<file path="src/rtl/mbx_pkg.sv">
package mbx_pkg;

    typedef enum logic [1:0] {
        FILL_EMPTY = 2'd0,
        FILL_PART  = 2'd1,
        FILL_FULL  = 2'd2
    } fill_state_e;

    localparam logic [7:0] OFS_PUSH  = 8'hAC;
    localparam logic [7:0] OFS_POP   = 8'hB0;
    localparam logic [7:0] OFS_STAT  = 8'hB4;
    localparam logic [7:0] OFS_WMARK = 8'hB8;
    localparam logic [7:0] OFS_FLUSH = 8'hCC;
    localparam logic [7:0] OFS_IEN_A = 8'hD0;
    localparam logic [7:0] OFS_IEN_B = 8'hD4;
    localparam logic [7:0] OFS_ICLR  = 8'hDC - 8'h04;
    localparam logic [7:0] OFS_ISTAT = 8'hDC;

    localparam int IRQ_W      = 9;
    localparam int EV_FULL    = 2;
    localparam int EV_EMPTY   = 3;
    localparam int EV_WM_UP   = 4;
    localparam int EV_WM_DN   = 5;
    localparam int EV_OFLOW   = 6;
    localparam int EV_UFLOW   = 7;
    localparam int EV_NEMPTY  = 8;
    localparam logic [IRQ_W-1:0] IRQ_IMPL = 9'h1FC;

    localparam int ST_WM    = 0;
    localparam int ST_FULL  = 1;
    localparam int ST_EMPTY = 2;
    localparam int ST_UFLOW = 3;
    localparam int ST_OFLOW = 4;

endpackage

</file>
<file path="src/rtl/mbx_fifo_store.sv">
module mbx_fifo_store
    import mbx_pkg::*;
#(
    parameter int DATA_W = 32,
    parameter int DEPTH  = 32,
    localparam int CNT_W = $clog2(DEPTH + 1),
    localparam int PTR_W = (DEPTH > 1) ? $clog2(DEPTH) : 1
) (
    input  logic              clk,
    input  logic              rst_n,
    input  logic              push,
    input  logic              pop,
    input  logic              flush,
    input  logic [DATA_W-1:0] push_data,
    output logic [DATA_W-1:0] head_data,
    output logic [CNT_W-1:0]  count_q,
    output logic [CNT_W-1:0]  count_d,
    output fill_state_e       state_q,
    output fill_state_e       state_d,
    output logic              ovf_ev,
    output logic              unf_ev
);

    localparam logic [CNT_W-1:0] CNT_LAST = CNT_W'(DEPTH - 1);
    localparam logic [CNT_W-1:0] CNT_ONE  = CNT_W'(1);
    localparam logic [PTR_W-1:0] PTR_LAST = PTR_W'(DEPTH - 1);

    logic [DATA_W-1:0] mem [DEPTH];
    logic [PTR_W-1:0]  wr_ptr, rd_ptr;
    logic              push_ok, pop_ok;

    function automatic logic [PTR_W-1:0] ptr_next(input logic [PTR_W-1:0] p);
        return (p == PTR_LAST) ? '0 : p + PTR_W'(1);
    endfunction

    // next-state and occupancy logic of the fill machine
    always_comb begin
        state_d = state_q;
        count_d = count_q;
        push_ok = 1'b0;
        pop_ok  = 1'b0;
        if (flush) begin
            state_d = FILL_EMPTY;
            count_d = '0;
        end else begin
            unique case (state_q)
                FILL_EMPTY: begin
                    if (push) begin
                        push_ok = 1'b1;
                        count_d = count_q + CNT_ONE;
                        state_d = (count_q == CNT_LAST) ? FILL_FULL : FILL_PART;
                    end
                end
                FILL_PART: begin
                    if (push) begin
                        push_ok = 1'b1;
                        count_d = count_q + CNT_ONE;
                        if (count_q == CNT_LAST) state_d = FILL_FULL;
                    end else if (pop) begin
                        pop_ok  = 1'b1;
                        count_d = count_q - CNT_ONE;
                        if (count_q == CNT_ONE) state_d = FILL_EMPTY;
                    end
                end
                FILL_FULL: begin
                    if (pop) begin
                        pop_ok  = 1'b1;
                        count_d = count_q - CNT_ONE;
                        state_d = (count_q == CNT_ONE) ? FILL_EMPTY : FILL_PART;
                    end
                end
                default: begin
                    state_d = FILL_EMPTY;
                    count_d = '0;
                end
            endcase
        end
    end

    // state register
    always_ff @(posedge clk or negedge rst_n) begin
        if (!rst_n) begin
            state_q <= FILL_EMPTY;
            count_q <= '0;
            wr_ptr  <= '0;
            rd_ptr  <= '0;
        end else begin
            state_q <= state_d;
            count_q <= count_d;
            if (flush) begin
                wr_ptr <= '0;
                rd_ptr <= '0;
            end else begin
                if (push_ok) wr_ptr <= ptr_next(wr_ptr);
                if (pop_ok)  rd_ptr <= ptr_next(rd_ptr);
            end
        end
    end

    always_ff @(posedge clk) begin
        if (push_ok) mem[wr_ptr] <= push_data;
    end

    // outputs
    always_comb begin
        head_data = (state_q == FILL_EMPTY) ? '0 : mem[rd_ptr];
        ovf_ev    = push && !flush && (state_q == FILL_FULL);
        unf_ev    = pop  && !flush && (state_q == FILL_EMPTY);
    end

    p_count_bound_r2: assert property (@(posedge clk) disable iff (!rst_n)
        count_q <= CNT_W'(DEPTH));

    p_drop_when_full_r3: assert property (@(posedge clk) disable iff (!rst_n)
        (state_q == FILL_FULL && push && !flush) |=> $stable(count_q));

    p_flush_empties_r10: assert property (@(posedge clk) disable iff (!rst_n)
        flush |=> (state_q == FILL_EMPTY && count_q == '0));

endmodule

</file>
<file path="src/rtl/mbx_irq_ctrl.sv">
module mbx_irq_ctrl
    import mbx_pkg::*;
(
    input  logic             clk,
    input  logic             rst_n,
    input  fill_state_e      state_q,
    input  fill_state_e      state_d,
    input  logic             wm_hit_q,
    input  logic             wm_hit_d,
    input  logic             ovf_ev,
    input  logic             unf_ev,
    input  logic             flush,
    input  logic             clr_we,
    input  logic             ena_we,
    input  logic             enb_we,
    input  logic [IRQ_W-1:0] reg_wdata,
    output logic [IRQ_W-1:0] istat_q,
    output logic [IRQ_W-1:0] en_a_q,
    output logic [IRQ_W-1:0] en_b_q,
    output logic             irq_a,
    output logic             irq_b
);

    logic [IRQ_W-1:0] ev_set;
    logic [IRQ_W-1:0] istat_d;

    always_comb begin
        ev_set             = '0;
        ev_set[EV_FULL]    = (state_d == FILL_FULL)  && (state_q != FILL_FULL);
        ev_set[EV_EMPTY]   = (state_d == FILL_EMPTY) && (state_q != FILL_EMPTY);
        ev_set[EV_NEMPTY]  = (state_q == FILL_EMPTY) && (state_d != FILL_EMPTY);
        ev_set[EV_WM_UP]   = wm_hit_d && !wm_hit_q;
        ev_set[EV_WM_DN]   = !wm_hit_d && wm_hit_q;
        ev_set[EV_OFLOW]   = ovf_ev;
        ev_set[EV_UFLOW]   = unf_ev;

        istat_d = istat_q;
        if (clr_we) istat_d = istat_d & ~reg_wdata;
        if (flush) begin
            istat_d[EV_OFLOW] = 1'b0;
            istat_d[EV_UFLOW] = 1'b0;
        end
        istat_d = (istat_d | ev_set) & IRQ_IMPL;
    end

    always_ff @(posedge clk or negedge rst_n) begin
        if (!rst_n) begin
            istat_q <= '0;
            en_a_q  <= '0;
            en_b_q  <= '0;
        end else begin
            istat_q <= istat_d;
            if (ena_we) en_a_q <= reg_wdata & IRQ_IMPL;
            if (enb_we) en_b_q <= reg_wdata & IRQ_IMPL;
        end
    end

    always_comb begin
        irq_a = |(istat_q & en_a_q);
        irq_b = |(istat_q & en_b_q);
    end

    p_oflow_sticky_r3: assert property (@(posedge clk) disable iff (!rst_n)
        (istat_q[EV_OFLOW] && !(clr_we && reg_wdata[EV_OFLOW]) && !flush)
        |=> istat_q[EV_OFLOW]);

    p_wm_rise_event_r6: assert property (@(posedge clk) disable iff (!rst_n)
        $rose(wm_hit_q) |-> istat_q[EV_WM_UP]);

    p_full_entry_event_r7: assert property (@(posedge clk) disable iff (!rst_n)
        $rose(state_q == FILL_FULL) |-> istat_q[EV_FULL]);

endmodule

</file>
<file path="src/rtl/mbx_fifo_chan.sv">
module mbx_fifo_chan
    import mbx_pkg::*;
#(
    parameter int DATA_W = 32,
    parameter int DEPTH  = 32,
    parameter int ADDR_W = 8,
    localparam int CNT_W = $clog2(DEPTH + 1)
) (
    input  logic              clk,
    input  logic              rst_n,
    input  logic              bus_valid,
    input  logic              bus_write,
    input  logic [ADDR_W-1:0] bus_addr,
    input  logic [DATA_W-1:0] bus_wdata,
    output logic [DATA_W-1:0] bus_rdata,
    output logic              irq_a,
    output logic              irq_b
);

    logic              wr_acc, rd_acc;
    logic              push, pop, flush;
    logic              wm_we, ena_we, enb_we, clr_we;
    logic [CNT_W-1:0]  wm_q, wm_d;
    logic [CNT_W-1:0]  count_q, count_d;
    fill_state_e       state_q, state_d;
    logic              ovf_ev, unf_ev;
    logic              wm_hit_q, wm_hit_d;
    logic [DATA_W-1:0] head_data;
    logic [IRQ_W-1:0]  istat_q, en_a_q, en_b_q;
    logic [DATA_W-1:0] status_word;

    // register decode
    always_comb begin
        wr_acc = bus_valid && bus_write;
        rd_acc = bus_valid && !bus_write;
        push   = wr_acc && (bus_addr == ADDR_W'(OFS_PUSH));
        pop    = rd_acc && (bus_addr == ADDR_W'(OFS_POP));
        flush  = wr_acc && (bus_addr == ADDR_W'(OFS_FLUSH)) && bus_wdata[0];
        wm_we  = wr_acc && (bus_addr == ADDR_W'(OFS_WMARK));
        ena_we = wr_acc && (bus_addr == ADDR_W'(OFS_IEN_A));
        enb_we = wr_acc && (bus_addr == ADDR_W'(OFS_IEN_B));
        clr_we = wr_acc && (bus_addr == ADDR_W'(OFS_ICLR));
        wm_d   = wm_we ? bus_wdata[CNT_W-1:0] : wm_q;
        wm_hit_q = (count_q >= wm_q);
        wm_hit_d = (count_d >= wm_d);
    end

    always_ff @(posedge clk or negedge rst_n) begin
        if (!rst_n) wm_q <= CNT_W'(DEPTH);
        else        wm_q <= wm_d;
    end

    mbx_fifo_store #(
        .DATA_W (DATA_W),
        .DEPTH  (DEPTH)
    ) u_store (
        .clk       (clk),
        .rst_n     (rst_n),
        .push      (push),
        .pop       (pop),
        .flush     (flush),
        .push_data (bus_wdata),
        .head_data (head_data),
        .count_q   (count_q),
        .count_d   (count_d),
        .state_q   (state_q),
        .state_d   (state_d),
        .ovf_ev    (ovf_ev),
        .unf_ev    (unf_ev)
    );

    mbx_irq_ctrl u_irq (
        .clk       (clk),
        .rst_n     (rst_n),
        .state_q   (state_q),
        .state_d   (state_d),
        .wm_hit_q  (wm_hit_q),
        .wm_hit_d  (wm_hit_d),
        .ovf_ev    (ovf_ev),
        .unf_ev    (unf_ev),
        .flush     (flush),
        .clr_we    (clr_we),
        .ena_we    (ena_we),
        .enb_we    (enb_we),
        .reg_wdata (bus_wdata[IRQ_W-1:0]),
        .istat_q   (istat_q),
        .en_a_q    (en_a_q),
        .en_b_q    (en_b_q),
        .irq_a     (irq_a),
        .irq_b     (irq_b)
    );

    // read path
    always_comb begin
        status_word           = '0;
        status_word[ST_WM]    = wm_hit_q;
        status_word[ST_FULL]  = (state_q == FILL_FULL);
        status_word[ST_EMPTY] = (state_q == FILL_EMPTY);
        status_word[ST_UFLOW] = istat_q[EV_UFLOW];
        status_word[ST_OFLOW] = istat_q[EV_OFLOW];

        bus_rdata = '0;
        if (rd_acc) begin
            unique case (bus_addr)
                ADDR_W'(OFS_POP):   bus_rdata = head_data;
                ADDR_W'(OFS_STAT):  bus_rdata = status_word;
                ADDR_W'(OFS_WMARK): bus_rdata = DATA_W'(wm_q);
                ADDR_W'(OFS_IEN_A): bus_rdata = DATA_W'(en_a_q);
                ADDR_W'(OFS_IEN_B): bus_rdata = DATA_W'(en_b_q);
                ADDR_W'(OFS_ISTAT): bus_rdata = DATA_W'(istat_q);
                default:            bus_rdata = '0;
            endcase
        end
    end

    p_empty_pop_zero_r4: assert property (@(posedge clk) disable iff (!rst_n)
        (pop && state_q == FILL_EMPTY) |-> (bus_rdata == '0));

    p_uflow_flag_r4: assert property (@(posedge clk) disable iff (!rst_n)
        (pop && state_q == FILL_EMPTY) |=> istat_q[EV_UFLOW]);

endmodule

</file>
<file path="config.mk">
export PLATFORM = sky130hd
export DESIGN_NAME = mbx_fifo_chan
export DESIGN_NICKNAME = d
export VERILOG_FILES = /design/src/rtl/mbx_pkg.sv /design/src/rtl/mbx_fifo_store.sv /design/src/rtl/mbx_irq_ctrl.sv /design/src/rtl/mbx_fifo_chan.sv
export SDC_FILE = /design/constraint.sdc
export NUM_CORES = 1
export LEC_CHECK = 0
export BUFFER_PORTS_ARGS = -buffer_cell sky130_fd_sc_hd__buf_4
export CAP_MARGIN = 15
export CORE_UTILIZATION = 30
export DETAILED_ROUTE_END_ITERATION = 12
export GPL_TIMING_DRIVEN = 1
export PLACE_DENSITY = 0.53
export SLEW_MARGIN = 20
export SYNTH_ARGS = -nofsm -noshare
export SYNTH_HDL_FRONTEND = slang
export SYNTH_SLANG_ARGS = --single-unit
export TNS_END_PERCENT = 10
</file>
<file path="constraint.sdc">
create_clock -name clk -period 3.3 [get_ports clk]
set_clock_uncertainty 0.15 [all_clocks]
set_input_delay 0 -clock clk [delete_from_list [all_inputs] [get_ports clk]]
set_output_delay 0 -clock clk [all_outputs]
set_load 0.01 [all_outputs]
</file>
==> flow_summary.toml, run 1 <==
[power]
leakagePower_uw = 0.0157
cellPowerDensity_nw_per_um2 = 536
worst_ir_drop_vdd_mv = 0.465

[grt]
antenna_found_initial = 2
use_met1_pct = 21.5
grt.overflow.total = 0
grt_max_degree = 45
grt_util_met2_pct = 25.4
globalRoute.busiestLayer = "met2"
grt_use_met3_pct = 2.57
grt_pass1_vias = 22300
globalRouteTotalUtil_pct = 15.6
grt_first_pass_wirelength_mm = 160

[worst_setup_path]
arrival_ns = 3.15
cp.required_ns = 3.15
r2r_slack_ns = 0.21
reg2reg_to = "u_store.state_q[0]"
r2r-start = "u_store.count_q[1]"
cp-startpoint = "u_store.rd_ptr[0]"
endpoint_kind = "output port"
startpoint_type = "register"
rr_worst_depth = 9
cp-endpoint = "bus_rdata[6]"
critPathMaxFanout = 10
path_class = "reg -> out"

[synth]
syn_nets = 2078
synth_edf_count = 1024
postSynthCellCount = 2008
ys.flop_type = "edfxtp_1"
avgSynthCellArea_um2 = 21.1
ys_ff_latch = 1069
synthArstFlopShare_pct = 4.21
synth_area_leaders = "edfxtp_1, mux4_2, dfrtp_1"
synth.top_cell.area_share_pct = 72.5
yosys.cell_types.count = 63
synth_top_area_cell = "edfxtp_1"
synth.yosys.seq_area_share_pct = 75.2
synth_warnings = 0
synthesis.area_um2 = 42400

[sta]
setup_viol = 0
whs_ns = 0.0280
hold_viol = 0
worst_slew_pin_slew_ns = 0.817
finalCriticalPeriod_ns = 3.30
fin_crit_sh_pct = 99.9
slew_headroom_pct = 45.5
fmax_ghz = 0.303
finalMaxSlewViolations = 0
rsz0062_at_grt = "true"

[layout]
final_nets = 2359
multi_input_area_um2 = 10200
layout-drive-gt1-share_pct = 32.1
num-fill-cells = 12900
seqCellArea_um2 = 31900
antenna_cells = 0
final_cell_mix = "edfxtp_1, mux4_2, buf_4"
postLayoutCoreUtil_pct = 36.5
area_growth_pct = 20.2
final_common_cell = "edfxtp_1"

[drt]
via_count = 21400
avgRoutedWirePerCell_um = 26.1
dr.pass1.iters = 5
wirelength_mm = 111
ant_nets = 0
drtIter0Drc = 1842
via_per_inst = 5.03
drc = 0

[floorplanning]
die_h_um = 378
rows = 137
die_x_um = 378
ios = 78
dieArea_um2 = 143000
initial_core_util_pct = 30.3
core-area_um2 = 140000

[hold_path]
holdCritPathClass = "in -> reg"

[clocking]
clockBufferDepth = 3
numCtsBuffers = 105
htree_levels = 3
clkTransAtPathRegs_ns = 0.06
insertion_delay_ns = 0.70
cts_root_buf = "clkbuf_16"
cts_tree = "done"
clock_sinks = 1069

[placed_design]
gp_congestion = 0.819
numPortBuffers = 77
dp_hpwl_mm = 63.5

[run_status]
status = "finished, final reports clean"

[run]
drv_cap = 0
[final cells by class]
| type | instances | area share, % |
|---|---|---|
| Tap cell | 1876 | 4.60 |
| Clock inverter | 63 | 1.01 |
| Multi-Input combinational cell | 791 | 20.0 |
| Timing Repair Buffer | 280 | 6.13 |
| Clock buffer | 131 | 5.36 |
| Inverter | 42 | 0.309 |
| Sequential cell | 1069 | 62.6 |
[power breakdown]
group          internal [uW]  switching (uW)  leakage (uW)
Clock                   6350            5080       0.00158
Sequential             14900            79.1       0.00978
Combinational            375             548       0.00432
Total                  21600            5710        0.0157
[registers in the layout, summed over array words and instances, names as in the netlist]
register,flops
u_irq.istat_q,7
u_store.rd_ptr,5
u_irq.en_a_q,7
u_store.wr_ptr,5
u_irq.en_b_q,7
u_store.count_q,6
u_store.mem,1024
u_store.state_q,2
wm_q,6
[synth_stat cells, types with 8 or more instances]
cell type / number
clkinv_1: 19
buf_1: 9
dfrtp_1: 44
ha_1: 26
edfxtp_1: 1024
buf_4: 11
buf_2: 33
a22oi_1: 10
inv_1: 23
nor2_1: 90
mux4_2: 280
mux2i_1: 52
buf_6: 10
clkbuf_1: 43
nand3_1: 17
nor2b_1: 8
a31oi_1: 10
o22ai_1: 37
o21ai_0: 16
a21oi_1: 50
nand2_1: 48
mux2_2: 43
nand2b_1: 9
[per-layer routing]
metal | part of all wire, % | wire (um) | vias to the layer above
met5 | 0.012 | 13 | -
met4 | 2.2 | 2500 | 2
met3 | 5.0 | 5560 | 159
met2 | 48 | 53800 | 629
met1 | 44 | 49200 | 11600
li1 | - | - | 8947
[worst min path at each step]
| stage | end | slack (ns) | startpoint | depth (start not counted) |
|---|---|---|---|---|
| floorplan | u_irq.en_a_q[2] | -0.45 | rst_n | 0 |
| global placement | u_irq.en_b_q[2] | -0.09 | rst_n | 1 |
| finish | u_store.count_q[0] | 0.03 | bus_addr[7] | 5 |
| detailed placement | u_irq.en_b_q[2] | -0.09 | rst_n | 1 |
| CTS | u_irq.en_b_q[2] | 0.01 | bus_addr[2] | 4 |
| global route | u_store.count_q[0] | 0.04 | bus_addr[7] | 5 |
[stage by stage]
stage               worst slack [ns]  total power [uW]  instances  area, um^2  TNS, ns
floorplan                     -0.351             15700       2008       42400  -355.89
global placement               0.250             16100       3978       46500        0
detailed placement             0.206             16100       3978       46500        0
CTS                          -0.0642             27600       4240       50800   -0.420
global route                  -0.121             28200       4252       51000    -1.03
finish                       0.00178             27300       4252       51000        0
[critical path: stages (launching register included)]
cell and delay (ns):
dfrtp_4 0.45, buf_4 0.16, buf_16 0.17, mux4_2 0.50
nor2b_1 0.16, a211oi_1 0.21, a21oi_1 0.14, a32oi_1 0.33
a21oi_1 0.14, buf_4 0.20
[logic make-up after synthesis]
family | count (synthesis) | share of synthesized area [%]
flops | 1069 | 75.2
mux | 375 | 17.2
simple gates | 218 | 2.48
compound gates | 164 | 2.48
buf+inv | 148 | 1.68
fa+ha+maj | 26 | 0.767
xor+xnor | 8 | 0.165
[what timing repair did]
| action | in CTS | in global routing |
|---|---|---|
| hold buffers | 53 | 0 |
| hold endpoints to repair | 1112 | 0 |
| gates cloned | 2 | 0 |
| setup endpoints to repair | 32 | 31 |
| pin swaps | 3 | 1 |
| resized for setup | 28 | 20 |
| buffers inserted | 13 | 12 |
No activity file was read; power rests on OpenSTA's default activity.
==> run 2: changes to the inputs <==
- CORE_MARGIN: default -> 10
==> run 2 against run 1 <==
Critical endpoint is now bus_rdata[23]. Hold slack improved by 0.070 ns. Largest power group unchanged. Core utilization rose by 0.55 points. Global-route usage shrank 1.1 points. Clock power increased by 5%. Critical path type unchanged. The flow now finishes with violations (negative setup slack). Maximum frequency shrank 1.7%. Wire length is 3.8% higher. Worst setup slack worse by 0.056 ns. Non-clock buffer count up 22.
==> flow_summary.toml, run 2 (same netlist as run 1, synthesis figures left out) <==
[run_status]
status = "finished, violations left"
violations = "negative setup slack"

[sta]
finalMaxSlewViolations = 0
slew_headroom_pct = 26.8
fmax_ghz = 0.298
finalCriticalPeriod_ns = 3.35
worst_slew_pin_slew_ns = 1.10
rsz0062_at_grt = "true"
hold_viol = 0
fin_ws_ns = -0.0538
fin_crit_sh_pct = 102
whs_ns = 0.0978
setup_viol = 2

[layout]
multi_input_area_um2 = 10500
largest_register_ffs = 1024
final_cell_mix = "edfxtp_1, mux4_2, buf_4"
area_growth_pct = 22.2
final_common_cell = "edfxtp_1"
antenna_cells = 0
seqCellArea_um2 = 31900
layout-drive-gt1-share_pct = 35.1
top_register = "u_store.mem"
final_nets = 2381
final_cells = 4271
num-fill-cells = 12700

[floorplanning]
rows = 137
dieArea_um2 = 157000
die_x_um = 396
core-area_um2 = 140000
ios = 78
initial_core_util_pct = 30.3
die_h_um = 396

[drt]
drtIter0Drc = 2059
drc = 0
ant_nets = 0
wl_met3_mm = 6.79
avgRoutedWirePerCell_um = 27.0
via_per_inst = 5.07
route.top_layer_used = "met5"
wl_met1_mm = 51.6
wirelength_mm = 115
met2_length_mm = 54.7
dr.pass1.iters = 7
via_count = 21700

[clocking]
clockBufferDepth = 3
numCtsBuffers = 105
cts_tree = "done"
htree_levels = 3
insertion_delay_ns = 0.71
cts_root_buf = "clkbuf_16"
clock_sinks = 1069
clkTransAtPathRegs_ns = 0.06

[worst_setup_path]
endpoint_kind = "output port"
critPathMaxStageDelay_ns = 0.52
arrival_ns = 3.20
path_class = "reg -> out"
cp.required_ns = 3.15
slowest_stage = "mux4_2"
crit_path_cell_trace = "buf_12, buf_16, buf_12, buf_16, mux4_2, mux2_2, a21oi_1, o22ai_4, buf_6"
critPathMaxFanout = 11
startpoint_type = "register"

[grt]
grt.overflow.total = 0
grt_first_pass_wirelength_mm = 165
grt_max_degree = 58
grt_pass1_vias = 22400
antenna_found_initial = 4
globalRouteTotalUtil_pct = 14.4

[power]
worst_ir_drop_vdd_mv = 0.444
leakagePower_uw = 0.0160
power_uw = 27900
cellPowerDensity_nw_per_um2 = 539

[placed_design]
dp_hpwl_mm = 65.6
pre_cts_ws_ns = 0.114
dp.cells = 3983
gp_congestion = 0.818
numPortBuffers = 77

[run]
drv_cap = 0

[hold_path]
holdCritPathClass = "in -> reg"
-- run 2: final cells by class --
cell class | count | area share [%]
clock inverters | 54 | 1.26
inverters | 42 | 0.307
flip-flops and latches | 1069 | 61.6
well taps | 1876 | 4.53
clock buffers | 137 | 5.36
repair buffers | 302 | 6.74
multi-input cells | 791 | 20.2
-- run 2: critical path: cells and delay by family, from the launching register on --
kind            cells  cell delay, ns
mux                 2            0.81
buf+inv             5            0.78
compound gates      2            0.46
flops               1            0.45
-- run 2: final timing paths --
path / from / endpoint / slack (ns) / depth (start not counted)
worst max-delay path: u_store.rd_ptr[0] / bus_rdata[23] / -0.05 / 9
worst min-delay path: bus_wdata[19] / u_store.mem[4][19] / 0.1 / 2
worst max register to register: u_store.state_q[1] / u_irq.istat_q[5] / 0.14 / 13
worst min register to register: u_irq.en_b_q[7] / u_irq.en_b_q[7] / 0.39 / 1
max in group asynchronous: rst_n / u_store.rd_ptr[0] / 2.44 / 4
min in group asynchronous: rst_n / wm_q[5] / 0.27 / 3
-- run 2: report_power, final --
| group | switching, uW | internal [uW] | total (uW) |
|---|---|---|---|
| combinational | 594 | 398 | 992 |
| sequential | 43.3 | 14900 | 14900 |
| clock | 5120 | 6880 | 12000 |
| total | 5760 | 22200 | 27900 |
-- run 2: routing by layer --
metal | track usage [%] | vias to the layer above
li1 | - | 8986
met1 | 20.4 | 11800
met2 | 23.0 | 716
met3 | 2.88 | 150
met4 | 3.24 | 4
met5 | 0 | -
-- run 2: what timing repair did --
action,4_1_cts,5_1_grt
hold buffers,52,0
pin swaps,12,11
endpoints found under the hold margin,1107,0
cloned,7,2
buffers inserted,33,3
resized for setup,68,70
setup endpoints to repair,32,36
-- run 2: per-stage QoR --
stage / area, um^2 / setup TNS (ns) / util [%]
after floorplan: 42400 / -355.89 / -
after global placement: 46600 / 0 / 33.2
after detailed placement: 46600 / 0 / 33.2
after CTS: 51400 / -0.653 / 36.7
after global routing: 51800 / -1.61 / 37.0
final: 51800 / -0.0543 / 37.0
==> run 3: changes to the inputs <==
==> constraint.sdc (replaced) <==
create_clock -name clk -period 3.3 [get_ports clk]
set_clock_uncertainty 0.15 [all_clocks]
set_input_delay 0.165 -clock clk [delete_from_list [all_inputs] [get_ports clk]]
set_output_delay 0.165 -clock clk [all_outputs]
set_load 0.01 [all_outputs]
==> run 3 against run 2 <==
The flow still finishes with violations (negative setup slack). Non-clock buffer count is 1 higher. Via count is 0.42% lower. Count of clock-buffer cells in the layout is 5 lower. Wire length is 0.10% higher. Clock power is 3% higher. Critical endpoint is now bus_rdata[5].
==> flow_summary.toml, run 3 (same netlist as run 1, synthesis figures left out) <==
[placed_design]
gp_congestion = 0.819
numPortBuffers = 77
place_area_um2 = 46600
dp_hpwl_mm = 64.4

[run_status]
violations = "negative setup slack"
status = "finished, violations left"

[drt]
wirelength_mm = 115
via_per_inst = 5.04
drc = 0
dr.pass1.iters = 5
ant_nets = 0
via_count = 21600
avgRoutedWirePerCell_um = 27.0
drtIter0Drc = 2142

[clocking]
htree_levels = 3
insertion_delay_ns = 0.70
clockBufferDepth = 3
numCtsBuffers = 106
clkTransAtPathRegs_ns = 0.06
clock_sinks = 1069
cts_root_buf = "clkbuf_16"
cts_tree = "done"

[floorplanning]
ios = 78
rows = 137
die_h_um = 396
dieArea_um2 = 157000
initial_core_util_pct = 30.3
core-area_um2 = 140000
die_x_um = 396

[grt]
grt.overflow.total = 0
use_met1_pct = 19.6
grt_first_pass_wirelength_mm = 164
grt_util_met2_pct = 23.3
grt_max_degree = 45
antenna_found_initial = 2
grt_use_met3_pct = 3.16
grt_pass1_vias = 22200
globalRoute.busiestLayer = "met2"
globalRouteTotalUtil_pct = 14.4

[layout]
final_cell_mix = "edfxtp_1, mux4_2, buf_4"
num-fill-cells = 12800
top_register = "u_store.mem"
largest_register_ffs = 1024
postLayoutCoreUtil_pct = 37.3
final_area_um2 = 52200
layout-drive-gt1-share_pct = 36.6
area_growth_pct = 23.1
final_nets = 2383
final_common_cell = "edfxtp_1"

[run]
drv_cap = 0

[worst_setup_path]
slowest_stage = "mux4_2"
cp.required_ns = 2.98
crit_path_cell_trace = "buf_12, buf_16, buf_6, mux4_2, mux4_2, a31oi_4, a21oi_2, buf_4"
path_class = "reg -> out"
critPathMaxFanout = 5
critPathMaxStageDelay_ns = 0.55
arrival_ns = 3.11
startpoint_type = "register"
endpoint_kind = "output port"
path_common_cell = "mux4_2"

[power]
power_uw = 28300
cellPowerDensity_nw_per_um2 = 543
leakagePower_uw = 0.0161
worst_ir_drop_vdd_mv = 0.417

[sta]
hold_viol = 0
slew_headroom_pct = 55.2
fmax_ghz = 0.292
finalCriticalPeriod_ns = 3.42
fin_ws_ns = -0.122
rsz0062_at_grt = "true"
fin_crit_sh_pct = 104
finalMaxSlewViolations = 0
setup_viol = 31
worst_slew_pin_slew_ns = 0.671

[hold_path]
holdCritPathClass = "in -> reg"
-- run 3: cell types whose count changed in the layout (fill, tap and decap cells not counted), moves of 8 or more --
cell	change
buf_12	-9
clkbuf_1	-12
buf_16	+9
clkinv_2	+13
dlygate4sd3_1	-13
clkbuf_16	+8
buf_6	+9
-- run 3: layout make-up --
type	count	area [um^2]	area share, %
flip-flops and latches	1069	31900	61.1
multi-input cells	791	10600	20.3
repair buffers	303	3590	6.88
clock buffers	132	2860	5.49
well taps	1876	2350	4.50
clock inverters	67	733	1.40
inverters	42	168	0.321
diodes	2	5.00	0.00959
-- run 3: where the power goes --
| part | internal (uW) | leakage, uW | switching, uW |
|---|---|---|---|
| Clock | 7200 | 0.00176 | 5190 |
| Sequential | 14900 | 0.00978 | 54.8 |
| Combinational | 392 | 0.00461 | 605 |
-- run 3: critical path: cells and delay by family, from the launching register on --
| family | cells | cell delay [ns] |
|---|---|---|
| mux | 2 | 1.05 |
| compound gates | 2 | 0.28 |
| buf+inv | 4 | 0.61 |
| flops | 1 | 0.46 |
-- run 3: final timing paths --
check                                   start                  to  slack [ns]  cells after the start
setup reg to reg           u_store.state_q[1]    u_irq.istat_q[5]        0.21                     13
setup / recovery            u_store.rd_ptr[0]        bus_rdata[5]       -0.12                      8
max in group asynchronous               rst_n  u_store.count_q[0]        2.29                      4
min in group asynchronous               rst_n  u_store.state_q[1]        0.42                      4
hold reg to reg               u_irq.en_a_q[2]     u_irq.en_a_q[2]        0.40                      1
hold / removal                    bus_addr[3]  u_store.state_q[0]        0.05                      7
-- run 3: through the flow --
| step | setup WS [ns] | setup TNS, ns | cells | hold WS (ns) |
|---|---|---|---|---|
| floorplan | -0.351 | -355.89 | 2008 | -0.281 |
| detailed placement | 0.0614 | 0 | 3992 | 0.0973 |
| finish | -0.122 | -2.14 | 4282 | 0.0475 |
| global route | -0.233 | -5.59 | 4280 | 0.0729 |
| CTS | -0.187 | -4.56 | 4269 | 0.00518 |
| global placement | 0.122 | 0 | 3992 | 0.0792 |
-- run 3: layer usage --
| layer | wire length [um] | vias up |
|---|---|---|
| met5 | 13 | - |
| met4 | 2430 | 2 |
| met3 | 6950 | 157 |
| met2 | 55900 | 651 |
| met1 | 50200 | 11700 |
| li1 | - | 9023 |
-- run 3: timing repair --
item,in CTS,in global routing
hold buffers,39,0
hold endpoints to repair,1104,0
pin swaps,10,7
setup buffers,25,5
setup endpoints to repair,32,34
gates cloned,14,6
resized for setup,126,48
